==> src/rtl/dmc_pkg.sv <==
// Shared definitions for the direct-mapped cache.
// Assumes nothing beyond IEEE 1800-2017 packages.
package dmc_pkg;
    // Controller states: idle lookup, word write to memory, victim line
    // write-back, and line fill.
    typedef enum logic [1:0] {
        ST_IDLE  = 2'd0,
        ST_WRMEM = 2'd1,
        ST_EVICT = 2'd2,
        ST_FILL  = 2'd3
    } dmc_state_e;
endpackage

==> src/rtl/dmc_tags.sv <==
// Per-line valid, dirty and tag storage with the hit comparator.
// Assumes fill_en and dirty_set are never raised together.
module dmc_tags #(
    parameter int LINES = 8,
    parameter int TAG_W = 5,
    localparam int IDX_W = $clog2(LINES)
) (
    input  logic             clk,
    input  logic             rst_n,
    input  logic [IDX_W-1:0] idx,
    input  logic [TAG_W-1:0] tag,
    input  logic             fill_en,
    input  logic             dirty_set,
    output logic             hit,
    output logic             vic_dirty,
    output logic [TAG_W-1:0] vic_tag
);
    logic [LINES-1:0] valid_q;
    logic [LINES-1:0] dirty_q;
    logic [TAG_W-1:0] tag_q [LINES];

    // Flag update: reset clears everything, a fill makes the line valid and clean.
    always_ff @(posedge clk) begin
        if (!rst_n) begin
            valid_q <= '0;
            dirty_q <= '0;
        end else if (fill_en) begin
            valid_q[idx] <= 1'b1;
            dirty_q[idx] <= 1'b0;
        end else if (dirty_set) begin
            dirty_q[idx] <= 1'b1;
        end
    end

    // Tag capture on fill; tags need no reset because valid gates them.
    always_ff @(posedge clk) begin
        if (fill_en) tag_q[idx] <= tag;
    end

    // Lookup outputs for the addressed line.
    always_comb begin
        hit       = valid_q[idx] && (tag_q[idx] == tag);
        vic_dirty = valid_q[idx] && dirty_q[idx];
        vic_tag   = tag_q[idx];
    end
endmodule

==> src/rtl/dmc_data.sv <==
// Line data storage with a fill path and a byte-masked merge path.
// Assumes fill_en has priority over wr_en.
module dmc_data #(
    parameter int LINES  = 8,
    parameter int LINE_W = 128,
    localparam int IDX_W = $clog2(LINES),
    localparam int NBYTE = LINE_W / 8
) (
    input  logic              clk,
    input  logic [IDX_W-1:0]  idx,
    input  logic              fill_en,
    input  logic [LINE_W-1:0] fill_data,
    input  logic              wr_en,
    input  logic [NBYTE-1:0]  wr_mask,
    input  logic [LINE_W-1:0] wr_line,
    output logic [LINE_W-1:0] rd_line
);
    logic [LINE_W-1:0] line_q [LINES];
    logic [LINE_W-1:0] merged;

    assign rd_line = line_q[idx];

    // Byte-wise merge of store data into the current line contents.
    for (genvar g = 0; g < NBYTE; g++) begin : g_merge
        assign merged[g*8 +: 8] = wr_mask[g] ? wr_line[g*8 +: 8] : rd_line[g*8 +: 8];
    end

    // Line write: whole line on fill, merged line on a store.
    always_ff @(posedge clk) begin
        if (fill_en)    line_q[idx] <= fill_data;
        else if (wr_en) line_q[idx] <= merged;
    end
endmodule

==> src/rtl/dmc_ctrl.sv <==
// Cache controller: decides hit handling, write-through traffic,
// victim write-back and fills. Assumes the processor holds its request
// until ready, and memory acknowledges with a one-cycle pulse.
module dmc_ctrl
    import dmc_pkg::*;
(
    input  logic       clk,
    input  logic       rst_n,
    input  logic       wb_mode_i,
    input  logic       cpu_req,
    input  logic       cpu_we,
    input  logic       hit,
    input  logic       vic_dirty,
    input  logic       mem_ack,
    output dmc_state_e st_o,
    output logic       fill_en,
    output logic       wr_en,
    output logic       dirty_set,
    output logic       resp_o
);
    dmc_state_e st_q, st_d;
    logic       wb_q;
    logic       resp_d;
    logic       start;

    assign start  = (st_q == ST_IDLE) && cpu_req && !resp_o;
    assign st_o   = st_q;

    // Policy capture: the mode pin is only looked at while reset is held.
    always_ff @(posedge clk) begin
        if (!rst_n) wb_q <= wb_mode_i;
    end

    // Next-state and control decode.
    always_comb begin
        st_d      = st_q;
        fill_en   = 1'b0;
        wr_en     = 1'b0;
        dirty_set = 1'b0;
        resp_d    = 1'b0;
        unique case (st_q)
            ST_IDLE: begin
                if (start) begin
                    if (hit) begin
                        if (!cpu_we) begin
                            resp_d = 1'b1;
                        end else begin
                            wr_en = 1'b1;
                            if (wb_q) begin
                                dirty_set = 1'b1;
                                resp_d    = 1'b1;
                            end else begin
                                st_d = ST_WRMEM;
                            end
                        end
                    end else if (cpu_we && !wb_q) begin
                        st_d = ST_WRMEM;
                    end else if (vic_dirty) begin
                        st_d = ST_EVICT;
                    end else begin
                        st_d = ST_FILL;
                    end
                end
            end
            ST_WRMEM: if (mem_ack) begin resp_d = 1'b1; st_d = ST_IDLE; end
            ST_EVICT: if (mem_ack) st_d = ST_FILL;
            ST_FILL:  if (mem_ack) begin fill_en = 1'b1; st_d = ST_IDLE; end
            default:  st_d = ST_IDLE;
        endcase
    end

    // State and response registers.
    always_ff @(posedge clk) begin
        if (!rst_n) begin
            st_q   <= ST_IDLE;
            resp_o <= 1'b0;
        end else begin
            st_q   <= st_d;
            resp_o <= resp_d;
        end
    end


    ld_hit_resp_chk: assert property (@(posedge clk) disable iff (!rst_n)
        start && hit && !cpu_we |=> resp_o && st_q == ST_IDLE);

    wb_hit_quiet_chk: assert property (@(posedge clk) disable iff (!rst_n)
        start && hit && cpu_we && wb_q |=> resp_o && st_q == ST_IDLE);

    wt_no_evict_chk: assert property (@(posedge clk) disable iff (!rst_n)
        !wb_q |-> st_q != ST_EVICT);

    mode_hold_chk: assert property (@(posedge clk) disable iff (!rst_n)
        rst_n |=> $stable(wb_q));

    ready_pulse_chk: assert property (@(posedge clk) disable iff (!rst_n)
        resp_o |=> !resp_o);
endmodule

==> src/rtl/dmc_cache.sv <==
// Direct-mapped data cache top: address split, storage, controller and
// memory-port steering. Assumes a word-addressed processor port and a
// line-wide memory port with request/acknowledge handshake.
module dmc_cache
    import dmc_pkg::*;
#(
    parameter int ADDR_W         = 10,
    parameter int WORD_W         = 32,
    parameter int WORDS_PER_LINE = 4,
    parameter int LINES          = 8,
    localparam int OFF_W  = $clog2(WORDS_PER_LINE),
    localparam int IDX_W  = $clog2(LINES),
    localparam int TAG_W  = ADDR_W - IDX_W - OFF_W,
    localparam int BE_W   = WORD_W / 8,
    localparam int LINE_W = WORD_W * WORDS_PER_LINE,
    localparam int LBYTES = LINE_W / 8
) (
    input  logic                   clk,
    input  logic                   rst_n,
    input  logic                   wb_mode_i,
    input  logic                   cpu_req,
    input  logic                   cpu_we,
    input  logic [BE_W-1:0]        cpu_be,
    input  logic [ADDR_W-1:0]      cpu_addr,
    input  logic [WORD_W-1:0]      cpu_wdata,
    output logic                   cpu_ready,
    output logic [WORD_W-1:0]      cpu_rdata,
    output logic                   mem_req,
    output logic                   mem_we,
    output logic [TAG_W+IDX_W-1:0] mem_addr,
    output logic [LBYTES-1:0]      mem_be,
    output logic [LINE_W-1:0]      mem_wdata,
    input  logic [LINE_W-1:0]      mem_rdata,
    input  logic                   mem_ack
);
    logic [TAG_W-1:0]  a_tag;
    logic [IDX_W-1:0]  a_idx;
    logic [OFF_W-1:0]  a_off;
    logic              hit, vic_dirty, fill_en, wr_en, dirty_set, evict;
    logic [TAG_W-1:0]  vic_tag;
    logic [LINE_W-1:0] rd_line, wr_line;
    logic [LBYTES-1:0] wr_mask;
    logic [WORD_W-1:0] rd_word, rdata_q;
    dmc_state_e        st;

    assign {a_tag, a_idx, a_off} = cpu_addr;
    assign wr_line = {WORDS_PER_LINE{cpu_wdata}};
    assign wr_mask = {{(LBYTES-BE_W){1'b0}}, cpu_be} << (32'(a_off) * BE_W);
    assign rd_word = rd_line[32'(a_off) * WORD_W +: WORD_W];

    dmc_tags #(.LINES(LINES), .TAG_W(TAG_W)) u_tags (
        .clk(clk), .rst_n(rst_n), .idx(a_idx), .tag(a_tag),
        .fill_en(fill_en), .dirty_set(dirty_set),
        .hit(hit), .vic_dirty(vic_dirty), .vic_tag(vic_tag)
    );

    dmc_data #(.LINES(LINES), .LINE_W(LINE_W)) u_data (
        .clk(clk), .idx(a_idx), .fill_en(fill_en), .fill_data(mem_rdata),
        .wr_en(wr_en), .wr_mask(wr_mask), .wr_line(wr_line), .rd_line(rd_line)
    );

    dmc_ctrl u_ctrl (
        .clk(clk), .rst_n(rst_n), .wb_mode_i(wb_mode_i), .cpu_req(cpu_req),
        .cpu_we(cpu_we), .hit(hit), .vic_dirty(vic_dirty), .mem_ack(mem_ack),
        .st_o(st), .fill_en(fill_en), .wr_en(wr_en), .dirty_set(dirty_set),
        .resp_o(cpu_ready)
    );

    // Memory-port steering: victim line on eviction, store word otherwise.
    always_comb begin
        evict     = (st == ST_EVICT);
        mem_req   = (st != ST_IDLE);
        mem_we    = (st == ST_WRMEM) || evict;
        mem_addr  = {evict ? vic_tag : a_tag, a_idx};
        mem_be    = evict ? '1 : wr_mask;
        mem_wdata = evict ? rd_line : wr_line;
    end

    // Read data register, loaded alongside the ready pulse.
    always_ff @(posedge clk) begin
        if (!rst_n)        rdata_q <= '0;
        else if (!cpu_ready) rdata_q <= rd_word;
    end
    assign cpu_rdata = rdata_q;


    mem_hold_chk: assert property (@(posedge clk) disable iff (!rst_n)
        mem_req && !mem_ack |=> mem_req && $stable(mem_addr) && $stable(mem_we));

    evict_then_fill_chk: assert property (@(posedge clk) disable iff (!rst_n)
        mem_req && mem_we && mem_ack && (&mem_be) |=>
        mem_req && !mem_we && mem_addr[IDX_W-1:0] == $past(mem_addr[IDX_W-1:0]));
endmodule

==> config.mk <==
export PLATFORM = sky130hd
export DESIGN_NAME = dmc_cache
export DESIGN_NICKNAME = d
export VERILOG_FILES = /design/src/rtl/dmc_pkg.sv /design/src/rtl/dmc_tags.sv /design/src/rtl/dmc_data.sv /design/src/rtl/dmc_ctrl.sv /design/src/rtl/dmc_cache.sv
export SDC_FILE = /design/constraint.sdc
export NUM_CORES = 1
export LEC_CHECK = 0
export BUFFER_PORTS_ARGS = -buffer_cell sky130_fd_sc_hd__buf_2
export CAP_MARGIN = 25
export CORE_UTILIZATION = 46
export DETAILED_ROUTE_END_ITERATION = 8
export GPL_TIMING_DRIVEN = 0
export PLACE_DENSITY = 0.62
export SYNTH_ARGS = -nofsm -noshare
export SYNTH_HDL_FRONTEND = slang
export SYNTH_HIERARCHICAL = 1
export SYNTH_SLANG_ARGS = --single-unit
==> constraint.sdc <==
create_clock -name clk -period 16.15 [get_ports clk]
set_clock_uncertainty 0.1 [all_clocks]
set_input_delay 2.4225 -clock clk [delete_from_list [all_inputs] [get_ports clk]]
set_output_delay 2.4225 -clock clk [all_outputs]
set_load 0.05 [all_outputs]
# --- Word level (Yosys, flattened, before mapping) ---
# Memories as Yosys holds them, arrays and structs flattened.
# Index checks and enable logic that the tools add are counted.
word_totals:
  n_memories: 2
  ramBits: 1064
  regBits: 52
op_classes:
  mux: 57
  eq_ne: 9
  shift: 2
  n_reduce_logical: 14
  n_bitwise: 5
  order_cmp: 2
memory_table:
  columns: ["name", "depth", "width", "read_ports", "rd_ports_with_merged_regs", "write_ports", "line", "rtl"]
  rows:
  - ["u_data.line_q", 8, 128, 1, 0, 1, "dmc_data.sv:18", "logic [LINE_W-1:0] line_q [LINES];"]
  - ["u_tags.tag_q", 8, 5, 1, 0, 1, "dmc_tags.sv:20", "logic [TAG_W-1:0] tag_q [LINES];"]
ops:
  columns: ["operator", "n"]
  rows:
  - ["2-to-1 mux 128 bit", 2]
  - ["2-to-1 mux 8 bit", 18]
  - ["indexed part select 128 x 8 -> 32 bit", 1]
  - ["2-to-1 mux 1 bit", 23]
  - ["2-to-1 mux 16 bit", 1]
  - ["bitwise OR 8 bit", 2]
  - ["<< shifter 4 x 4 -> 16 bit", 1]
  - ["2-to-1 mux 2 bit", 7]
  - ["AND 8 bit", 1]
  - ["inverter 8 bit", 1]
  - ["binary-select mux 1 bit (select 3 bit)", 2]
  - ["logical AND 1 bit", 6]
  - ["inequality test 3 bit (second input constant)", 2]
  - ["one-hot mux 2 bit (3 select lines)", 1]
  - ["equality test 5 bit", 1]
  - ["2-to-1 mux 5 bit", 1]
  - ["AND reduction 5 bit", 1]
  - ["equality test 2 bit (second input constant)", 2]
  - ["< comparator 3 x 4 -> 1 bit (second input constant)", 1]
  - ["inequality test 2 x 1 -> 1 bit (second input constant)", 2]
  - ["nonzero test 2 bit", 2]
  - ["demux 1 bit (select 3 bit)", 1]
  - ["greater-or-equal comparator 3 x 1 -> 1 bit (second input constant)", 1]
  - ["equality test 2 x 1 -> 1 bit (second input constant)", 1]
  - ["7 further kinds", 8]

# --- Depth between registers and ports, before layout ---
depth:
  ltp_word: 10
  ltp_mapped: 15
  mapped_depth_nobuf: 10

# --- Hierarchy ---
# The synthesis kept the hierarchy.
modules_own_cells:
  columns: ["module", "seq_area_each_um2", "cells_per_inst", "area_each_um2", "n_inst"]
  rows:
  - ["dmc_data", 30749.5, 2280, 41970.3, 1]
  - ["dmc_cache", 640.6, 538, 3682.3, 1]
  - ["dmc_tags", 1521.5, 164, 2341.0, 1]
  - ["dmc_ctrl", 90.1, 23, 217.7, 1]

# --- Least setup slack after synthesis ---
# No wires, ideal clock.
synth_timing:
  path_type: "input to register"
  startpoint: "input cpu_addr[2]"
  endpoint: "memory u_data.line_q[4][0] (enable)"
  cell_stages: 10
  t_arrival_ps: 13063
  setup_slack_ps: 2214
  cell_sequence: "buf_6 -> buf_8 -> mux2i_1 -> o22ai_1 -> or3_1 -> a221o_1 -> nor4_2 -> and3_2 -> o21ai_0 -> nor3_1"
synth_via:
  elab_chain_cells: 10
synth_lines:
  columns: ["item", "line", "rtl"]
  rows:
  - ["start, declared", "dmc_cache.sv:24", "input logic [ADDR_W-1:0] cpu_addr,"]
  - ["memory (8 x 5 bit) / binary-select mux 1 bit (select 3 bit) (equally long branches)", null, null]
  - ["equality test 5 bit / 2-to-1 mux 1 bit (equally long branches)", "dmc_tags.sv:42", "hit = valid_q[idx] && (tag_q[idx] == tag);"]
  - ["logical AND 1 bit *", "dmc_tags.sv:42", null]
  - ["net hit", "dmc_cache.sv:39", "logic hit, vic_dirty, fill_en, wr_en, dirty_set, evict;"]
  - ["2-to-1 mux 1 bit *", "dmc_ctrl.sv:44", "if (hit) begin"]
  - ["2-to-1 mux 1 bit *", "dmc_ctrl.sv:43", "if (start) begin"]
  - ["2-to-1 mux 1 bit *", "dmc_ctrl.sv:41", "unique case (st_q)"]
  - ["net wr_en", "dmc_cache.sv:39", null]
  - ["2-to-1 mux 1 bit *", "dmc_data.sv:31", "else if (wr_en) line_q[idx] <= merged;"]
  - ["2-to-1 mux 1 bit *", "dmc_data.sv:30", "if (fill_en) line_q[idx] <= fill_data;"]
  - ["2-to-1 mux 1 bit (not written as such) *", "dmc_data.sv:31", null]
  - ["bitwise OR 1 bit (no line) *", null, null]
  - ["end, declared", "dmc_data.sv:18", null]
# Mark *: on every way through the listed nets, which the timed path passes. The rest lies on a longest branch. The select of a mux whose other input is x is not followed.

# --- Worst setup path in the final report ---
layout_timing:
  startpoint: "input cpu_addr[3]"
  endpoint: "output mem_wdata[2]"
layout_via:
  elab_chain_cells: 2
layout_lines:
  columns: ["item", "line", "rtl"]
  rows:
  - ["memory (8 x 128 bit)", null, null]
  - ["net rd_line[2]", "dmc_cache.sv:41", "logic [LINE_W-1:0] rd_line, wr_line;"]
  - ["2-to-1 mux 128 bit", "dmc_cache.sv:76", "mem_wdata = evict ? rd_line : wr_line;"]
  - ["end, declared", "dmc_cache.sv:32", "output logic [LINE_W-1:0] mem_wdata,"]
# The timed path passes the listed nets, and every way through them passes these cells.

==> results.cfg <==
[sta]
holdWs_ns = 0.362
worst-slew-pin-transition_ns = 1.21
drv_slew = 0
hold_violations = 0
finalSetupTns_ns = 0
finalCritPeriodShare_pct = 49.1
layout_setup_ws_ns = 8.21
rsz0062_at_grt = no
max_slew_margin_pct = 19.7
setup_viol = 0
max_freq_mhz = 126
finalCriticalPeriod_ns = 7.94

[yosys]
synthFlopType = edfxtp_1
syn_avg_cell_area_um2 = 16.0
synthTopCellsByCount = edfxtp_1, mux2i_1, nand2_1
ys_seq_area_share_pct = 68.5
synth_cells = 3005
synth_cell_type_count = 59
synth_seq_cells = 1116
synthArstFlopShare_pct = 0
synthTopCellsByArea = edfxtp_1, mux2i_1, o221ai_2, a221o_1, dfxtp_1
yosys_warnings = 6
netlist_area_mm2 = 0.0482
synth_edf_count = 1065
synth_area_leader_cell = edfxtp_1
syn_nets = 3188
yosysMostFrequentCell = edfxtp_1
synth_top_area_share_pct = 66.3

[placement]
dpl_cell_area_mm2 = 0.0531
numPortBuffers = 364
gp_congestion = 0.968
pre_cts_ws_ns = 8.32
dp_hpwl_um = 130000
dpl.cell_count = 4830

[cells_and_area]
post-route-util_pct = 54.7
drive_gt1_share_pct = 25.3
stdcell_count = 5065
regArea_mm2 = 0.0330
postLayoutCellArea_mm2 = 0.0567
syn_to_final_growth_pct = 17.6
nNetsFinal = 3753
fillers = 8476
multiInputGateArea_mm2 = 0.0139

[cts]
cts_tree = done
cts_buffers = 114
postCtsHoldBufs = 0
cts_resized = 0
clk_pin_slew_ns = 0.05
post_cts_buffers = 0
clockBufferDepth = 3
cts_root_buf = clkbuf_16
cts_sinks = 1116
cts_max_level = 3
clk_latency_ns = 0.72

[route]
ant_nets = 0
routed_wl_um = 181000
drc = 0
drtIter0Drc = 4796
vias = 32323
dr.pass1.iters = 6
wl_per_cell_um = 35.7
vias_per_cell = 6.38

[global_route]
grt.total_usage_pct = 33.2
grt_pass1_vias = 29731
globalRouteMet1Util_pct = 45.4
grt_pass1_wl_um = 242000
use_met3_pct = 11.6
top_usage_layer = met2
antenna_found_initial = 25
gr-total-overflow = 0
grt_max_degree = 25
use_met2_pct = 48.2

[job]
max-cap-violations = 0

[floorplanning]
row_count = 118
start_util_pct = 46.5
ios = 367
design.core.area_mm2 = 0.104
fp.dieW_um = 326
die_area_mm2 = 0.106
die_h_um = 326

[pwr]
powerDensity_mw_per_mm2 = 116
power.leakage_nw = 21.3
peakVddDrop_uv = 97.9
finalPower_mw = 6.59

[setup_path]
cp_slowest_cell = clkbuf_1
r2r_start = u_tags/tag_q[6][0]$_DFFE_PP_
cp_max_fo = 10
path_class = in2out
max_stage_delay_ns = 0.69
crit_start = cpu_addr[3]
cp_cell_sequence = buf_2 -> buf_6 -> nand2b_1 -> clkbuf_1 -> clkbuf_1 -> o22ai_1 -> nor2_1 -> inv_1 -> nand2_1 -> nand2_1 -> buf_2
cp-start-kind = input pin
required_ns = 13.63
critPathCaptureType = primary output
cp_data_arrival_time_ns = 5.41

[worst_hold_path]
worstHoldPathType = reg2reg
holdCritStartpoint = u_tags/valid_q[1]$_SDFFE_PN0P_

[run_status]
status = finished clean
-- layout make-up --
class	instances	area share (%)
flip-flops and latches	1116	58.2
multi-input cells	1664	24.5
clock buffers	153	5.66
repair buffers	449	5.47
well taps	1380	3.04
plain buffers	202	2.29
clock inverters	53	0.598
inverters	23	0.152
diodes	25	0.110
-- flip-flops by register name (all words and copies together) (netlist names), named ones only --
signal / cells
u_tags/valid_q: 8
u_data/line_q: 1024
u_ctrl/st_o: 2
u_tags/tag_q: 40
u_ctrl/wb_q: 1
cpu_rdata: 32
u_ctrl/resp_o: 1
-- kinds of logic (layout without fill, tap and decap cells) --
family	after synthesis	count (layout)	share of synthesized area, %
other	0	25	0
flip-flops	1116	1116	68.5
AO/OA/AOI/OAI	482	482	9.84
multiplexers	606	606	12.9
XOR/XNOR	3	3	0.0545
buffers and inverters	225	880	2.88
AND/OR/NAND/NOR	570	570	5.77
adder cells (fa/ha/maj)	3	3	0.0779
-- path summary, 6_finish.rpt --
path / endpoint / depth (start not counted) / slack (ns)
worst max-delay path: mem_wdata[2] / 11 / 8.21
worst min-delay path: u_tags/valid_q[1]$_SDFFE_PN0P_ / 1 / 0.36
worst max register to register: u_data/line_q[4][25]$_DFFE_PP_ / 12 / 10.98
worst min register to register: u_tags/valid_q[1]$_SDFFE_PN0P_ / 1 / 0.36
-- layer usage --
metal  wire length (µm)  vias to the layer above
met2              77100                     2432
li1                   -                    13226
met1              70200                    16281
met3              25000                      368
met4               8160                       16
met5                 98                        -
-- worst max-delay path: cells and delay by family --
family	cells	cell delay, ns
compound gates	1	0.14
buf+inv	6	2.07
simple gates	4	0.74
-- cells in the final DEF (no fill, tap or decap), types with 8 or more instances in the layout --
master and instances:
edfxtp_1 1065, clkinv_1 24, nand2b_1 47, o221ai_2 79, buf_8 13, dfxtp_1 51
o22a_1 98, mux2_2 24, and3_1 119, clkbuf_1 72, nor2_1 53, o21a_1 8
o22ai_2 14, buf_12 32, nor3b_1 8, clkbuf_16 116, buf_4 35, mux2i_1 560
clkinv_2 19, buf_2 437, o22ai_1 47, mux2_4 13, diode_2 25, nand3_1 36
and2_1 13, inv_1 20, a221o_1 116, a221oi_2 14, clkbuf_8 17, o221ai_1 51
buf_6 69, a21oi_1 20, buf_1 8, a21o_1 12, nand2_1 255
-- power breakdown --
group / internal, mW / total [mW] / leakage (nW) / switching (mW)
combinational: 0.216 / 0.879 / 9.54 / 0.662
clock: 1.42 / 2.52 / 1.75 / 1.10
sequential: 3.18 / 3.19 / 9.99 / 0.0109
(Power assumes the default switching activity.)
